===== config.mk =====
export PLATFORM = sky130hd
export DESIGN_NAME = period_watchdog
export DESIGN_NICKNAME = d
export VERILOG_FILES = /design/src/rtl/pw_pkg.sv /design/src/rtl/pw_sync.sv /design/src/rtl/pw_elapsed.sv /design/src/rtl/pw_fsm.sv /design/src/rtl/period_watchdog.sv
export SDC_FILE = /design/constraint.sdc
export NUM_CORES = 1
export LEC_CHECK = 0
export BUFFER_PORTS_ARGS = -buffer_cell sky130_fd_sc_hd__buf_2
export CORE_AREA = 2 2 45 63
export CTS_CLUSTER_DIAMETER = 100
export DETAILED_ROUTE_END_ITERATION = 16
export DIE_AREA = 0 0 47 65
export GPL_ROUTABILITY_DRIVEN = 0
export PLACE_DENSITY = 0.76
export SLEW_MARGIN = 20
export SYNTH_ARGS = -nofsm -noshare
export SYNTH_HDL_FRONTEND = slang
export SYNTH_HIERARCHICAL = 1
export SYNTH_SLANG_ARGS = --single-unit

===== constraint.sdc =====
create_clock -name clk -period 2.8 [get_ports clk]
set_clock_uncertainty 0.2 [all_clocks]
set_input_delay 0.14 -clock clk [delete_from_list [all_inputs] [get_ports clk]]
set_output_delay 0.14 -clock clk [all_outputs]
set_load 0.01 [all_outputs]

===== src/rtl/pw_pkg.sv =====
package pw_pkg;

    typedef enum logic [1:0] {
        PW_IDLE    = 2'd0,
        PW_TIMING  = 2'd1,
        PW_OVERDUE = 2'd2
    } pw_state_e;

endpackage


===== src/rtl/pw_sync.sv =====
// Synchronizer chain for one asynchronous bit followed by a rising-edge detector.
module pw_sync #(
    parameter int STAGES = 2
) (
    input  logic clk,
    input  logic rst,
    input  logic async_in,
    output logic level,
    output logic rise
);

    logic [STAGES-1:0] chain_q;
    logic              prev_q;

    generate
        for (genvar g = 0; g < STAGES; g++) begin : g_stage
            if (g == 0) begin : g_first
                always_ff @(posedge clk) begin
                    if (rst) chain_q[0] <= 1'b0;
                    else     chain_q[0] <= async_in;
                end
            end else begin : g_rest
                always_ff @(posedge clk) begin
                    if (rst) chain_q[g] <= 1'b0;
                    else     chain_q[g] <= chain_q[g-1];
                end
            end
        end
    endgenerate

    always_ff @(posedge clk) begin
        if (rst) prev_q <= 1'b0;
        else     prev_q <= chain_q[STAGES-1];
    end

    assign level = chain_q[STAGES-1];
    assign rise  = chain_q[STAGES-1] & ~prev_q;

endmodule


===== src/rtl/pw_elapsed.sv =====
// Elapsed-cycle counter: cleared by a restart, advanced only while enabled.
module pw_elapsed #(
    parameter int CW = 16,
    localparam int NW = CW + 1
) (
    input  logic          clk,
    input  logic          rst,
    input  logic          restart,
    input  logic          advance,
    input  logic [CW-1:0] limit,
    output logic [NW-1:0] count,
    output logic          at_limit
);

    logic [NW-1:0] count_q;

    always_ff @(posedge clk) begin
        if (rst) begin
            count_q <= '0;
        end else if (restart) begin
            count_q <= '0;
        end else if (advance) begin
            count_q <= count_q + NW'(1);
        end
    end

    assign count    = count_q;
    assign at_limit = (count_q >= {1'b0, limit});

endmodule


===== src/rtl/pw_fsm.sv =====
// Three-state controller; the flag is decoded from the state register alone.
module pw_fsm
    import pw_pkg::*;
(
    input  logic      clk,
    input  logic      rst,
    input  logic      edge_seen,
    input  logic      at_limit,
    output pw_state_e state,
    output logic      count_en,
    output logic      flag
);

    pw_state_e state_q;
    pw_state_e state_d;

    always_comb begin
        state_d = state_q;
        unique case (state_q)
            PW_IDLE: begin
                if (edge_seen) state_d = PW_TIMING;
            end
            PW_TIMING: begin
                if (edge_seen)     state_d = PW_TIMING;
                else if (at_limit) state_d = PW_OVERDUE;
            end
            PW_OVERDUE: begin
                if (edge_seen) state_d = PW_TIMING;
            end
            default: state_d = PW_IDLE;
        endcase
    end

    always_ff @(posedge clk) begin
        if (rst) state_q <= PW_IDLE;
        else     state_q <= state_d;
    end

    always_comb begin
        count_en = 1'b0;
        flag     = 1'b0;
        unique case (state_q)
            PW_IDLE:    begin count_en = 1'b0; flag = 1'b0; end
            PW_TIMING:  begin count_en = 1'b1; flag = 1'b0; end
            PW_OVERDUE: begin count_en = 1'b0; flag = 1'b1; end
            default:    begin count_en = 1'b0; flag = 1'b0; end
        endcase
    end

    assign state = state_q;

endmodule


===== src/rtl/period_watchdog.sv =====
module period_watchdog
    import pw_pkg::*;
#(
    parameter int CW      = 16,
    parameter int SYNC_FF = 2
) (
    input  logic          clk,
    input  logic          rst,
    input  logic          sig_in,
    input  logic [CW-1:0] limit_cycles,
    output logic          overdue
);

    localparam int NW = CW + 1;

    logic          sig_level;
    logic          edge_pulse;
    logic          count_en;
    logic          at_limit;
    logic [NW-1:0] elapsed;
    pw_state_e     state_q;

    pw_sync #(.STAGES(SYNC_FF)) u_sync (
        .clk      (clk),
        .rst      (rst),
        .async_in (sig_in),
        .level    (sig_level),
        .rise     (edge_pulse)
    );

    pw_elapsed #(.CW(CW)) u_elapsed (
        .clk      (clk),
        .rst      (rst),
        .restart  (edge_pulse),
        .advance  (count_en),
        .limit    (limit_cycles),
        .count    (elapsed),
        .at_limit (at_limit)
    );

    pw_fsm u_fsm (
        .clk       (clk),
        .rst       (rst),
        .edge_seen (edge_pulse),
        .at_limit  (at_limit),
        .state     (state_q),
        .count_en  (count_en),
        .flag      (overdue)
    );

endmodule


==> impl_metrics.csv <==
group,metric,value,unit
sta,setup_ws,413.0,ps
die,initial_core_util,52.12,%
clocking,cts-root-buf,"clkbuf_4",
setup_path,crit_required,2800,ps
final_layout,antennaDiodeCount,0,
sta,tightest_slew,488.3,ps
sta,setup-tns-final,0,ps
setup_path,startpoint,"u_elapsed/count[6]$_SDFFE_PP0P_",
die,coreArea,2532,sq um
clocking,cts-resized-gates,0,
die,dieArea,3055,sq um
drt,dr.pass1.iters,3,
global_route,gr-total-overflow,0,
synth,syn_nets,186,
drt,post_drt_wl_per_cell,11.66,microns
setup_path,critPathArrivalTime,2390,ps
drt,avgViaCountPerCell,5.091,
die,die-height,65,microns
sta,setup_viol,0,
power,vdd_drop_max,187.1,uV
synth,synth_area,1320,sq um
clocking,cts.clk_slew.worst_paths,110,ps
setup_path,crit_fanout,7,
clocking,insertion_delay,290,ps
drt,route.detailed.drc,0,
hold_path,min_to,"u_sync/level$_SDFF_PP0_",
final_layout,finish.instance_area,1498,sq um
clocking,cts_buffers,3,
synth,yosysSeqAreaShare,33.36,%
power,leakage,0.7616,nW
clocking,clockBufferDepth,2,
hold_path,hold_depth,1,
setup_path,cp-start-kind,"register",
global_route,grt_max_degree,18,
clocking,h-tree-depth,1,
clocking,cts_tree,"yes",
run,cap_violations,0,
global_route,grt_antenna_before_repair,0,
drt,wl_met2,1148,microns
setup_path,worstRegToRegCells,8,
power,power,0.0005061,W
drt,drt_iter0_drc,20,
synth,ys_ff_latch,22,
drt,wl_met1,1115,microns
sta,rsz0062_at_grt,"no",
clocking,clock_sinks,22,
global_route,grt_pass1_wl,4229,microns
setup_path,regToRegEndpoint,"u_fsm/state[1]$_SDFFE_PP0P_",
clocking,postCtsSetupBuffers,0,
synth,netlist_instances,150,
sta,period_share,85.25,%
die,pin_count,20,
final_layout,fin_nets,210,
drt,ant_nets,0,
synth,synth_cell_types,32,
hold_path,hp-class,"reg2reg",
placement,place_area,1445,sq um
sta,slew_violations,0,
die,die_w,47,microns
drt,wirelength,2426,microns
sta,max_slew_margin,67.38,%
synth,ys_warn_count,6,
drt,highest_layer,"met4",
final_layout,drive_above_1_share,16.86,%
sta,fmax,0.4189,GHz
placement,post-place-ws,433.3,ps
synth,avgSynthCellArea,8.800,sq um
clocking,hold_buffers,3,
setup_path,r2r_start,"u_elapsed/count[6]$_SDFFE_PP0P_",
outcome,status,"complete, no violations",
sta,fin_crit,2387,ps
setup_path,rrSetupSlack,410,ps
setup_path,critPathCaptureType,"register",
hold_path,hp-start,"u_sync/chain_q[0]$_SDFF_PP0_",
drt,vias,1059,
global_route,first_global_vias,1021,
die,rows,22,
final_layout,synthToLayoutAreaGrowth,13.46,%
power,power_density,337.9,nW/um^2
placement,dp_hpwl,1941,microns
global_route,grt_use_total,18.78,%
placement,io_buffers,19,
drt,wl_met3,103,microns
setup_path,crit_type,"reg2reg",
sta,final-hold-violation-count,0,
==> registers in the layout, summed over array words and instances (netlist names) <==
signal and count:
u_elapsed/count 17, u_fsm/state 2, u_sync/prev_q 1, u_sync/chain_q 1
u_sync/level 1
==> how the worst max path moves through the flow <==
stage	endpoint	slack, ps	cells past startpoint
CTS	u_fsm/state[1]$_SDFFE_PP0P_	410	8
floorplan	u_fsm/state[1]$_SDFFE_PP0P_	570	8
global placement	u_fsm/state[1]$_SDFFE_PP0P_	500	8
finish	u_fsm/state[1]$_SDFFE_PP0P_	410	8
detailed placement	u_fsm/state[1]$_SDFFE_PP0P_	430	8
global route	u_fsm/state[1]$_SDFFE_PP0P_	290	8
==> power breakdown <==
group / switching (W) / internal [W] / leakage (nW)
registers: 0.00000252 / 0.000316 / 0.178
clock network: 0.0000867 / 0.0000501 / 0.0138
logic: 0.0000250 / 0.0000255 / 0.570
==> worst max-delay path, stage by stage, from the launching register on <==
cell	delay (ps)
dfxtp_1	460
ha_1	290
a21o_1	160
a21o_1	170
a221oi_1	300
o31ai_1	110
a41o_1	260
and3b_1	180
o21a_1	160
==> layer usage <==
metal | up-vias | GRT usage (%)
li1 | 554 | -
met1 | 474 | 22.68
met2 | 25 | 29.97
met3 | 6 | 4.178
met4 | 0 | 9.375
met5 | - | 0
==> final cells by class <==
class	count	area (sq um)
Timing Repair Buffer	22	125.1
Tap cell	36	45.04
Inverter	16	60.06
Multi-Input combinational cell	109	804.5
Fill cell	246	1035
Clock buffer	3	22.52
Sequential cell	22	440.4
==> per-stage QoR <==
stage               cells  hold slack [ps]  util [%]
floorplan             150            11.61         -
global placement      202            154.4     57.07
detailed placement    202            156.8     57.07
CTS                   208            267.7     59.14
global route          208            268.8     59.14
finish                208            264.6     59.14
==> cell families after synthesis <==
group,count (synthesis),synth area share [%]
xor+xnor,15,9.952
fa+ha+maj,17,16.11
mux,1,0.7583
buf+inv,19,5.688
compound gates,18,9.764
flops,22,33.36
simple gates,58,24.36
==> layout by cell type (no fill, tap or decap), drive strengths merged <==
cell type,netlist,layout
and4,1,1
a221oi,2,2
a211oi,1,1
buf,1,19
inv,16,16
and3,2,2
nand2,7,7
mux2i,1,1
o31ai,1,1
a41o,1,1
ha,17,17
a21oi,3,3
nor2,22,22
dlygate4sd3,0,3
xnor2,4,4
dfxtp,22,22
o21a,3,3
nand3,7,7
nand4,6,6
and3b,1,1
nor4,1,1
o21ai,2,2
xor2,11,11
a21o,4,4
nor2b,8,8
or3,1,1
nor3,1,1
a211o,1,1
or2,1,1
clkbuf,2,3
==> cell usage after synthesis <==
| cell | n | area, sq um |
|---|---|---|
| nand4_2 | 1 | 12.51 |
| a211o_1 | 1 | 8.760 |
| xor2_1 | 11 | 96.34 |
| nor2b_1 | 6 | 37.54 |
| and4_1 | 1 | 8.760 |
| o21ai_0 | 2 | 10.01 |
| nand4_1 | 5 | 31.28 |
| nand2_1 | 7 | 26.28 |
| a21o_1 | 4 | 30.03 |
| a221oi_1 | 2 | 17.52 |
| inv_1 | 16 | 60.06 |
| or2_2 | 1 | 6.260 |
| dfxtp_1 | 22 | 440.4 |
| nor2_1 | 22 | 82.58 |
| buf_4 | 1 | 7.510 |
| and3_1 | 2 | 12.51 |
| o31ai_1 | 1 | 7.510 |
| mux2i_1 | 1 | 10.01 |
| nand3_1 | 5 | 25.02 |
| clkbuf_1 | 2 | 7.510 |
| nor2b_2 | 2 | 17.52 |
| nand3_2 | 2 | 20.02 |
| nor3_1 | 1 | 5.000 |
| or3_1 | 1 | 6.260 |
| a21oi_1 | 3 | 15.01 |
| xnor2_1 | 4 | 35.03 |
| nor4_4 | 1 | 21.27 |
| o21a_1 | 3 | 22.52 |
| a41o_1 | 1 | 10.01 |
| ha_1 | 17 | 212.7 |
| a211oi_1 | 1 | 7.510 |
| and3b_1 | 1 | 8.760 |
Note: power is estimated with default switching activity, not from simulation.
